<file path="src/rtl/pwm_fifo_pkg.sv">
`timescale 1ns/1ps
package pwm_fifo_pkg;
  localparam int unsigned ADDR_W = 5;
  localparam logic [ADDR_W-1:0] OFF_CTRL = 5'h00;
  localparam logic [ADDR_W-1:0] OFF_STAT = 5'h04;
  localparam logic [ADDR_W-1:0] OFF_SMPL = 5'h0C;
  localparam logic [ADDR_W-1:0] OFF_PER  = 5'h10;
  localparam int unsigned CTL_EN      = 0;
  localparam int unsigned CTL_SRST    = 3;
  localparam int unsigned CTL_PRE_LSB = 4;
  localparam int unsigned CTL_SRC_LSB = 16;
  localparam int unsigned CTL_LP_LSB  = 22;
  localparam int unsigned STAT_OVF    = 4;
endpackage

</file>
<file path="src/rtl/pwm_sample_fifo.sv">
`timescale 1ns/1ps
module pwm_sample_fifo #(
  parameter int unsigned DEPTH = 4,
  parameter int unsigned W     = 16,
  localparam int unsigned FILL_W = $clog2(DEPTH + 1),
  localparam int unsigned PTR_W  = $clog2(DEPTH)
) (
  input  logic              clk_i,
  input  logic              rst_ni,
  input  logic              flush_i,
  input  logic              push_i,
  input  logic              pop_i,
  input  logic [W-1:0]      din_i,
  output logic [W-1:0]      dout_o,
  output logic [FILL_W-1:0] fill_o,
  output logic              empty_o,
  output logic              drop_o
);
  logic [W-1:0]      mem_q [DEPTH];
  logic [PTR_W-1:0]  rd_q, wr_q;
  logic [FILL_W-1:0] fill_q;
  logic              do_push, do_pop;

  function automatic logic [PTR_W-1:0] nxt(input logic [PTR_W-1:0] p);
    return (p == PTR_W'(DEPTH - 1)) ? '0 : p + 1'b1;
  endfunction

  // full/empty judged on the pre-edge fill
  assign do_push = push_i && (fill_q != FILL_W'(DEPTH));
  assign do_pop  = pop_i && (fill_q != '0);
  assign drop_o  = push_i && (fill_q == FILL_W'(DEPTH));

  always_ff @(posedge clk_i or negedge rst_ni) begin
    if (!rst_ni) begin
      rd_q   <= '0;
      wr_q   <= '0;
      fill_q <= '0;
    end else if (flush_i) begin
      rd_q   <= '0;
      wr_q   <= '0;
      fill_q <= '0;
    end else begin
      if (do_push) wr_q <= nxt(wr_q);
      if (do_pop)  rd_q <= nxt(rd_q);
      fill_q <= fill_q + FILL_W'(do_push) - FILL_W'(do_pop);
    end
  end

  always_ff @(posedge clk_i) begin
    if (do_push && !flush_i) mem_q[wr_q] <= din_i;
  end

  assign dout_o  = mem_q[rd_q];
  assign fill_o  = fill_q;
  assign empty_o = (fill_q == '0);
endmodule

</file>
<file path="src/rtl/pwm_prescaler.sv">
`timescale 1ns/1ps
module pwm_prescaler #(
  parameter int unsigned PRE_W = 12
) (
  input  logic             clk_i,
  input  logic             rst_ni,
  input  logic             clear_i,
  input  logic             run_i,
  input  logic             tick_i,
  input  logic [PRE_W-1:0] div_m1_i,
  output logic             step_o
);
  logic [PRE_W-1:0] cnt_q;

  // >= so a lowered divider takes effect at once
  assign step_o = run_i && tick_i && (cnt_q >= div_m1_i);

  always_ff @(posedge clk_i or negedge rst_ni) begin
    if (!rst_ni)                cnt_q <= '0;
    else if (clear_i)           cnt_q <= '0;
    else if (run_i && tick_i)   cnt_q <= step_o ? '0 : cnt_q + 1'b1;
  end
endmodule

</file>
<file path="src/rtl/pwm_period_cnt.sv">
`timescale 1ns/1ps
module pwm_period_cnt #(
  parameter int unsigned CNT_W = 16,
  localparam int unsigned CTR_W = CNT_W + 1
) (
  input  logic             clk_i,
  input  logic             rst_ni,
  input  logic             clear_i,
  input  logic             step_i,
  input  logic [CNT_W-1:0] period_i,
  input  logic             load_i,
  input  logic [CNT_W-1:0] load_val_i,
  input  logic             act_clr_i,
  input  logic             run_i,
  output logic             wrap_o,
  output logic [CTR_W-1:0] ctr_o,
  output logic [CNT_W-1:0] active_o,
  output logic             pwm_o
);
  logic [CTR_W-1:0] ctr_q, last;
  logic [CNT_W-1:0] act_q;

  // period length is register value + 2 steps
  assign last   = {1'b0, period_i} + 1'b1;
  assign wrap_o = step_i && (ctr_q >= last);

  always_ff @(posedge clk_i or negedge rst_ni) begin
    if (!rst_ni)      ctr_q <= '0;
    else if (clear_i) ctr_q <= '0;
    else if (step_i)  ctr_q <= wrap_o ? '0 : ctr_q + 1'b1;
  end

  always_ff @(posedge clk_i or negedge rst_ni) begin
    if (!rst_ni)        act_q <= '0;
    else if (act_clr_i) act_q <= '0;
    else if (load_i)    act_q <= load_val_i;
  end

  assign pwm_o    = run_i && (ctr_q < {1'b0, act_q});
  assign ctr_o    = ctr_q;
  assign active_o = act_q;
endmodule

</file>
<file path="src/rtl/pwm_fifo_ctrl.sv">
`timescale 1ns/1ps
module pwm_fifo_ctrl
  import pwm_fifo_pkg::*;
#(
  parameter int unsigned        PRE_W    = 12,
  parameter int unsigned        CNT_W    = 16,
  parameter int unsigned        DEPTH    = 4,
  parameter int unsigned        SRST_CYC = 4,
  parameter logic [CNT_W-1:0]   PER_RST  = 16'hFFFE,
  localparam int unsigned       FILL_W   = $clog2(DEPTH + 1),
  localparam int unsigned       BCNT_W   = $clog2(SRST_CYC)
) (
  input  logic        clk_i,
  input  logic        rst_ni,
  input  logic        tick_i,
  input  logic        req_i,
  input  logic        we_i,
  input  logic [4:0]  addr_i,
  input  logic [31:0] wdata_i,
  output logic [31:0] rdata_o,
  output logic        pwm_o
);
  logic              en_q, run_q, busy_q, ovf_q;
  logic [PRE_W-1:0]  pre_q;
  logic [1:0]        src_q;
  logic [3:0]        lp_q;
  logic [CNT_W-1:0]  per_q;
  logic [BCNT_W-1:0] bcnt_q;

  logic              wr, ctl_wr, srst_go, reg_ok;
  logic              start, adv, ctr_clear, step, wrap;
  logic              push, pop, drop, empty, load;
  logic [CNT_W-1:0]  fifo_dout, active_w;
  logic [FILL_W-1:0] fill_w;
  logic [CNT_W:0]    ctr_w;
  logic              unused_wdata;

  assign unused_wdata = ^{wdata_i[31:26], wdata_i[21:18], wdata_i[2:1]};

  assign wr      = req_i && we_i;
  assign ctl_wr  = wr && (addr_i == OFF_CTRL);
  assign srst_go = ctl_wr && wdata_i[CTL_SRST];
  assign reg_ok  = wr && !busy_q;

  // first cycle after enable loads a sample before counting
  assign start     = en_q && !run_q;
  assign adv       = en_q && run_q;
  assign ctr_clear = !en_q || start || srst_go;

  assign push = reg_ok && (addr_i == OFF_SMPL);
  assign pop  = (start || wrap) && !srst_go;
  assign load = pop && !empty;

  pwm_prescaler #(.PRE_W(PRE_W)) u_pre (
    .clk_i    (clk_i),
    .rst_ni   (rst_ni),
    .clear_i  (ctr_clear),
    .run_i    (adv),
    .tick_i   (tick_i),
    .div_m1_i (pre_q),
    .step_o   (step)
  );

  pwm_sample_fifo #(.DEPTH(DEPTH), .W(CNT_W)) u_fifo (
    .clk_i   (clk_i),
    .rst_ni  (rst_ni),
    .flush_i (srst_go),
    .push_i  (push),
    .pop_i   (pop),
    .din_i   (wdata_i[CNT_W-1:0]),
    .dout_o  (fifo_dout),
    .fill_o  (fill_w),
    .empty_o (empty),
    .drop_o  (drop)
  );

  pwm_period_cnt #(.CNT_W(CNT_W)) u_per (
    .clk_i      (clk_i),
    .rst_ni     (rst_ni),
    .clear_i    (ctr_clear),
    .step_i     (step),
    .period_i   (per_q),
    .load_i     (load),
    .load_val_i (fifo_dout),
    .act_clr_i  (srst_go),
    .run_i      (adv),
    .wrap_o     (wrap),
    .ctr_o      (ctr_w),
    .active_o   (active_w),
    .pwm_o      (pwm_o)
  );

  always_ff @(posedge clk_i or negedge rst_ni) begin
    if (!rst_ni) begin
      en_q   <= 1'b0;
      pre_q  <= '0;
      src_q  <= '0;
      lp_q   <= '0;
      busy_q <= 1'b0;
      bcnt_q <= '0;
      per_q  <= PER_RST;
      ovf_q  <= 1'b0;
      run_q  <= 1'b0;
    end else if (srst_go) begin
      en_q   <= 1'b0;
      pre_q  <= '0;
      src_q  <= '0;
      lp_q   <= '0;
      busy_q <= 1'b1;
      bcnt_q <= BCNT_W'(SRST_CYC - 1);
      per_q  <= PER_RST;
      ovf_q  <= 1'b0;
      run_q  <= 1'b0;
    end else begin
      run_q <= en_q;
      if (ctl_wr) begin
        en_q  <= wdata_i[CTL_EN];
        pre_q <= wdata_i[CTL_PRE_LSB +: PRE_W];
        src_q <= wdata_i[CTL_SRC_LSB +: 2];
        lp_q  <= wdata_i[CTL_LP_LSB +: 4];
      end
      if (busy_q) begin
        if (bcnt_q == '0) busy_q <= 1'b0;
        else              bcnt_q <= bcnt_q - 1'b1;
      end
      if (reg_ok && addr_i == OFF_PER) per_q <= wdata_i[CNT_W-1:0];
      if (drop) ovf_q <= 1'b1;
      else if (reg_ok && addr_i == OFF_STAT && wdata_i[STAT_OVF]) ovf_q <= 1'b0;
    end
  end

  always_comb begin
    rdata_o = '0;
    case (addr_i)
      OFF_CTRL: begin
        rdata_o[CTL_EN]                 = en_q;
        rdata_o[CTL_SRST]               = busy_q;
        rdata_o[CTL_PRE_LSB +: PRE_W]   = pre_q;
        rdata_o[CTL_SRC_LSB +: 2]       = src_q;
        rdata_o[CTL_LP_LSB +: 4]        = lp_q;
      end
      OFF_STAT: begin
        rdata_o[FILL_W-1:0] = fill_w;
        rdata_o[STAT_OVF]   = ovf_q;
      end
      OFF_SMPL: rdata_o[CNT_W-1:0] = active_w;
      OFF_PER:  rdata_o[CNT_W-1:0] = per_q;
      default:  rdata_o = '0;
    endcase
  end
endmodule

</file>
<file path="config.mk">
export PLATFORM = sky130hd
export DESIGN_NAME = pwm_fifo_ctrl
export DESIGN_NICKNAME = d
export VERILOG_FILES = /design/src/rtl/pwm_fifo_pkg.sv /design/src/rtl/pwm_sample_fifo.sv /design/src/rtl/pwm_prescaler.sv /design/src/rtl/pwm_period_cnt.sv /design/src/rtl/pwm_fifo_ctrl.sv
export SDC_FILE = /design/constraint.sdc
export NUM_CORES = 1
export LEC_CHECK = 0
export BUFFER_PORTS_ARGS = -buffer_cell sky130_fd_sc_hd__buf_2
export CAP_MARGIN = 40
export CORE_UTILIZATION = 60
export CTS_CLUSTER_SIZE = 30
export DETAILED_ROUTE_END_ITERATION = 10
export GPL_ROUTABILITY_DRIVEN = 0
export HOLD_SLACK_MARGIN = 0.12
export PLACE_DENSITY = 0.8
export SLEW_MARGIN = 5
export SYNTH_ARGS = -nofsm -noshare
export SYNTH_HDL_FRONTEND = slang
export SYNTH_SLANG_ARGS = --single-unit
</file>
<file path="constraint.sdc">
create_clock -name clk_i -period 5.05 [get_ports clk_i]
set_input_delay 0.2525 -clock clk_i [delete_from_list [all_inputs] [get_ports clk_i]]
set_output_delay 0.2525 -clock clk_i [all_outputs]
set_load 0.1 [all_outputs]
</file>
After elaboration in Yosys (flattened, before gate mapping)
Memory sizes are Yosys's and may differ from the RTL's.
Index checks and enable logic that the tools add are counted.
Widths: inputs -> output; s select.

cells by class
  add/subtract/negate cells = 8
  order comparisons = 3
  equal/unequal tests = 8
  muxes and demuxes = 44
  reduce and logical (&&, ||, !) cells = 42

operators by type and width
  kind                   number
  $mux 16                4
  $mux 12                5
  $mux 17                3
  $pmux 11 s3            1
  $mux 2                 12
  $logic_and 1x1->1      20
  $add 16x1->17 const B  1
  $add 17x1->17 const B  1
  $ge 17x17->1           1
  $lt 17x16->1           1
  $reduce_bool 2->1      8
  $add 12x1->12 const B  1
  $ge 12x12->1           1
  $mux 4                 3
  $mux 1                 11
  $pmux 1 s4             2
  $pmux 2 s3             1
  $reduce_bool 3->1      2
  $eq 5x3->1 const B     1
  $eq 5x4->1 const B     1
  $eq 5x5->1 const B     1
  $logic_not 1->1        5
  $logic_not 5->1        1
  $add 2x1->2 const B    2
  13 further kinds       16

word-level totals
  register bits = 92
  bits in writable memories = 64
  bits of input ports = 42
  output and inout port bits = 33
  word-level logic and storage cells = 121
  memories = 1

memories
  name          words  width  read ports  clocked after Yosys merged registers in  wr ports  line                   text
  u_fifo.mem_q  4      16     1           0                                        1         pwm_sample_fifo.sv:19  logic [W-1:0] mem_q [DEPTH];

Longest topological paths before layout
  depth after elaboration = 9
  depth in mapped cells = 22
  depth with buffers taken out = 20

Hierarchy
From an unflattened synthesis, not the netlist that was laid out.

unflattened totals
  cells, all modules = 729
  area, all modules = 8,645.8 um^2

modules (own cells, without submodules)
  module           instances  cells an instance  area each (um^2)  seq. area each (um^2)
  pwm_sample_fifo  1          132                2,795.2           2,097.0
  pwm_period_cnt   1          294                2,637.5           825.8
  pwm_fifo_ctrl    1          195                2,249.7           1,019.7
  pwm_prescaler    1          108                963.4             300.3

Worst setup path before layout
No wires, ideal clock.

  kind = register to register
  start point = register per_q[2]
  end point = register u_fifo.fill_q[2] (netlist: u_fifo.fill_o[2])
  library setup time = 119 ps
  data arrival time = 4,193 ps
  data required time = 4,931 ps
  setup slack = 739 ps
  cell stages (with the launch flop) = 23
  path buffers = 3
  clock period less this slack = 4,311 ps
  cell sequence = dfstp_2 -> clkbuf_1 -> nand3_1 -> nor3_1 -> nand3_1 -> xor2_1 -> ha_1 -> nand4_1 -> nor3_1 -> a31oi_1 -> o211a_1 -> a2111o_1 -> buf_4 -> buf_4 -> inv_1 -> ha_1 -> inv_1 -> ha_1 -> inv_1 -> fa_1 -> xor2_1 -> xnor2_1 -> nor2_1

on the way
  cells in the longest elaborated chain, start to end = 8

ends and longest elaborated chain
  item                    line                   text
  start, declared         pwm_fifo_ctrl.sv:27    logic [CNT_W-1:0] per_q;
  start signal, assigned  pwm_fifo_ctrl.sv:126   if (reg_ok && addr_i == OFF_PER) per_q <= wdata_i[CNT_W-1:0];
  $add 16x1->17           pwm_period_cnt.sv:24   assign last = {1'b0, period_i} + 1'b1;
  $ge 17x17->1            pwm_period_cnt.sv:25   assign wrap_o = step_i && (ctr_q >= last);
  $logic_and 1x1->1       pwm_period_cnt.sv:25
  $logic_or 1x1->1        pwm_fifo_ctrl.sv:51    assign pop = (start || wrap) && !srst_go;
  $logic_and 1x1->1       pwm_fifo_ctrl.sv:51
  $logic_and 1x1->1       pwm_sample_fifo.sv:30  assign do_pop = pop_i && (fill_q != '0);
  $sub 3x1->3             pwm_sample_fifo.sv:45  fill_q <= fill_q + FILL_W'(do_push) - FILL_W'(do_pop);
  $mux 3                  pwm_sample_fifo.sv:38  end else if (flush_i) begin
  end signal, assigned    pwm_sample_fifo.sv:45
  end, declared           pwm_sample_fifo.sv:21  logic [FILL_W-1:0] fill_q;

Every way passes these cells.
A chain may end at the register's enable or synchronous reset.

Worst setup path in the final report
  start point = register per_q[1]
  end point = register u_fifo.fill_q[2] (netlist: u_fifo.fill_o[2])

The elaborated chain is that of the path after synthesis.

==> run_results.csv <==
group,metric,value,unit
run_status,status,"completed",
floorplan,core,0.0134,mm²
finish,areaGrowthSynthToFinish,13.7,%
worst_setup_path,crit_family,"adder cells",
yosys,yosys.area.top_type_share,0.232,
yosys,synth_top_cells_by_area,"dfrtp_1 23%, edfxtp_1 23%, ha_1 8.3%",
power,p_seq_frac,0.474,
finish,fillCellCount,930,
worst_setup_path,crit_top_cell,"ha_1",
clock_tree,tritoncts,"done",
worst_setup_path,slowest_stage,"dfstp_2",
routing,antenna_left,0,
yosys,async_flop_share,0.590,
power,intPower,2340,µW
floorplan,rows,42,
sta,slew_violations,0,
routing,vias_per_cell,5.93,
clock_tree,cts_buffers,17,
power,power_density,348,mW/mm²
routing,drc,0,
sta,rsz0062_at_grt,"false",
yosys,syn_area,0.00832,mm²
worst_setup_path,max_stage_delay,0.58,ns
power,p_total,3290,µW
finish,layout-drive-gt1-share,0.152,
power,p_leak,0.00449,µW
finish,antenna_cells,0,
global_route,grt_usage,0.279,
power,clockPowerShare,0.370,
sta,slew_headroom,0.401,
yosys,synthFlopType,"dfrtp_1",
sta,finalHoldViolCount,0,
worst_setup_path,crit_chain,"ha_1 > nand4_1 > nor2_1 > nand2_1 > xor2_1 > ha_1 > nand4_1 > nor3_1 > a31oi_1 > o211a_1 > a2111o_1 > inv_1 > ha_1 > inv_1 > ha_1 > inv_1 > fa_1 > xor2_1 > xnor2_1 > nor2_1",
clock_tree,cts-resized-gates,0,
worst_setup_path,crit_cells,20,
clock_tree,root_buffer,"clkbuf_16",
global_route,grt_pass1_vias,6316,
worst_setup_path,crit_type,"flip-flop to flip-flop",
worst_setup_path,timing.rr.end,"u_fifo.fill_o[2]",
floorplan,io_pins,75,
power,swShare,0.288,
placement,place_hpwl,13300,µm
sta,hold-worst-slack,0.127,ns
yosys,ys_types,55,
global_route,overflow,0,
finish,finish.instance_area,0.00946,mm²
global_route,grt_max_degree,63,
worst_setup_path,reg2reg_slack,0.66,ns
finish,regArea,0.00424,mm²
floorplan,dieArea,0.0143,mm²
yosys,yosys.area.top_type,"dfrtp_1",
floorplan,die_height,120,µm
sta,final.setup_skew,0.00895,ns
worst_hold_path,hp-class,"primary input to flip-flop",
finish,multi_input_area,0.00362,mm²
routing,drt_iter0_markers,634,
worst_setup_path,cp.arrival,4.70,ns
clock_tree,clockBufferDepth,2,
finish,nets,943,
worst_setup_path,rr_worst_depth,20,
power,combPwrFrac,0.156,
worst_setup_path,crit_start,"per_q[1]",
worst_setup_path,cp.required,5.36,ns
worst_setup_path,worstReg2RegStart,"per_q[1]",
routing,drt-pass1-iter-count,6,
yosys,avgSynthCellArea,10.7,µm²
sta,fin_crit_sh,0.869,
sta,setup_slack,0.662,ns
worst_setup_path,cp_max_fo,5,
clock_tree,clock_latency,0.43,ns
clock_tree,h-tree-depth,4,
yosys,synth_edf_count,64,
worst_setup_path,cp-endpoint,"u_fifo.fill_o[2]",
worst_setup_path,critPathBufInv,3,
sta,max_clock_freq,228,MHz
sta,period_needed,4.39,ns
clock_tree,cts_num_sinks,156,
placement,dpl_cell_area,0.00871,mm²
worst_setup_path,critPathCaptureType,"flip-flop",
yosys,synth_cells,776,
sta,setup_viol,0,
global_route,grt_antenna_before_repair,0,
power,p_switching,947,µW
sta,worst_slew_pin_slew,0.898,ns
clock_tree,cts_setup_buffers,0,
sta,tns,0,ns
global_route,grt_pass1_wl,30800,µm
yosys,yosys_register_bits,156,
yosys,yosys_warnings,0,
power,irDropWorstVdd,367,µV
floorplan,start_util,0.621,
job,maxCapViolations,0,
yosys,synth_seq_area_share,0.510,
routing,vias,6128,
worst_setup_path,worstSetupStartpointType,"flip-flop",
floorplan,fp.dieW,120,µm
placement,io_buffers,54,
clock_tree,clkTransAtPathRegs,0.06,ns
routing,wire_per_inst,18.0,µm
placement,dp_slack,0.790,ns
routing,routed_wl,18600,µm
[per-layer routing]
metal,track usage,part of all wire,up-vias
met3,0.0466,0.048,50
met1,0.364,0.43,3015
met5,0,0,-
met4,0.123,0.031,0
li1,-,-,2857
met2,0.459,0.49,206
[cells in the mapped netlist, types with 2 or more instances]
master,number
or3_1,2
xnor2_1,8
o31ai_1,9
dfrtp_1,77
nor2b_1,11
buf_6,2
mux4_2,16
a22o_1,3
and3_1,13
o2111ai_1,2
buf_4,14
a2111o_1,2
edfxtp_1,64
nand4_1,8
buf_2,4
a222oi_1,12
nand3_1,36
a211oi_1,4
a21o_1,5
o21ai_0,48
a21oi_1,15
o41ai_1,3
nand2b_1,10
and4_1,4
xor2_1,19
mux2i_1,21
ha_1,55
nor2_1,39
and2_1,10
dfstp_2,15
nor3_1,6
nand2_1,119
o211ai_1,2
inv_1,73
a221o_1,2
a31oi_1,4
clkbuf_1,21
[stage by stage]
step	util	instances
5_1_grt	0.706	1034
6_report	0.706	1034
3_3_place_gp	0.647	979
3_5_place_dp	0.650	983
2_1_floorplan	-	785
4_1_cts	0.706	1034
[power groups by stage]
stage / registers [µW] / clock network (µW) / logic, µW
after detailed placement: 1580 / 0 / 501
final: 1560 / 1220 / 513
after CTS: 1560 / 1230 / 517
after global routing: 1570 / 1280 / 568
after floorplan: 1510 / 0 / 405
after global placement: 1580 / 0 / 452
[flip-flops by register name, summed over array words and instances (netlist names)]
| name | cells |
|---|---|
| u_fifo.wr_q | 2 |
| bcnt_q | 2 |
| u_per.active_o | 16 |
| lp_q | 4 |
| u_fifo.fill_o | 3 |
| u_fifo.rd_q | 2 |
| en_q | 1 |
| pre_q | 12 |
| per_q | 16 |
| u_pre.cnt_q | 12 |
| ovf_q | 1 |
| run_q | 1 |
| busy_q | 1 |
| u_fifo.mem_q | 64 |
| u_per.ctr_o | 17 |
| src_q | 2 |
[final cells by class]
cell class / instances / share of cell area
Clock buffer: 20 / 0.0472
Clock inverter: 12 / 0.0120
Inverter: 73 / 0.0290
Multi-Input combinational cell: 515 / 0.382
Sequential cell: 156 / 0.448
Tap cell: 176 / 0.0233
Timing Repair Buffer: 82 / 0.0577
[logic make-up after synthesis]
family,count (synthesis),synth area share
compound gates,120,0.0970
flops,156,0.510
xor+xnor,27,0.0284
mux,38,0.0699
simple gates,264,0.149
fa+ha+maj,56,0.0851
other cells,1,0.000451
buf+inv,114,0.0602
[placed cells by master (no fill, tap or decap), drive strengths merged, types with 16 or more instances in the layout]
master	count
buf	63
clkbuf	20
dfrtp	77
dlygate4sd3	19
edfxtp	64
ha	55
inv	77
mux2i	21
mux4	16
nand2	119
nand3	36
nor2	40
o21ai	48
xor2	19
[worst min path at each step]
| stage | endpoint | from | slack [ns] | depth (start not counted) |
|---|---|---|---|---|
| after global placement | u_per.ctr_o[2] | rst_ni | 0.20 | 1 |
| after detailed placement | u_per.ctr_o[1] | rst_ni | 0.21 | 1 |
| final | u_fifo.mem_q[0][5] | wdata_i[5] | 0.13 | 1 |
| after floorplan | bcnt_q[0] | rst_ni | -0.04 | 0 |
| after CTS | u_fifo.mem_q[0][5] | wdata_i[5] | 0.12 | 1 |
| after global routing | u_fifo.mem_q[2][5] | wdata_i[5] | 0.13 | 1 |
[worst register-to-register path: stages (launching register included)]
cell and delay [ns]:
dfstp_2 0.58, ha_1 0.24, nand4_1 0.18, nor2_1 0.33, nand2_1 0.11, xor2_1 0.17, ha_1 0.30, nand4_1 0.18
nor3_1 0.26, a31oi_1 0.16, o211a_1 0.17, a2111o_1 0.33, inv_1 0.07, ha_1 0.22, inv_1 0.06, ha_1 0.14
inv_1 0.05, fa_1 0.37, xor2_1 0.17, xnor2_1 0.14, nor2_1 0.05
[repair_timing]
item	CTS	global route
endpoints found under the hold margin	95	0
endpoints found under the setup margin	0	0
hold buffers	19	0
(Power assumes the default switching activity.)
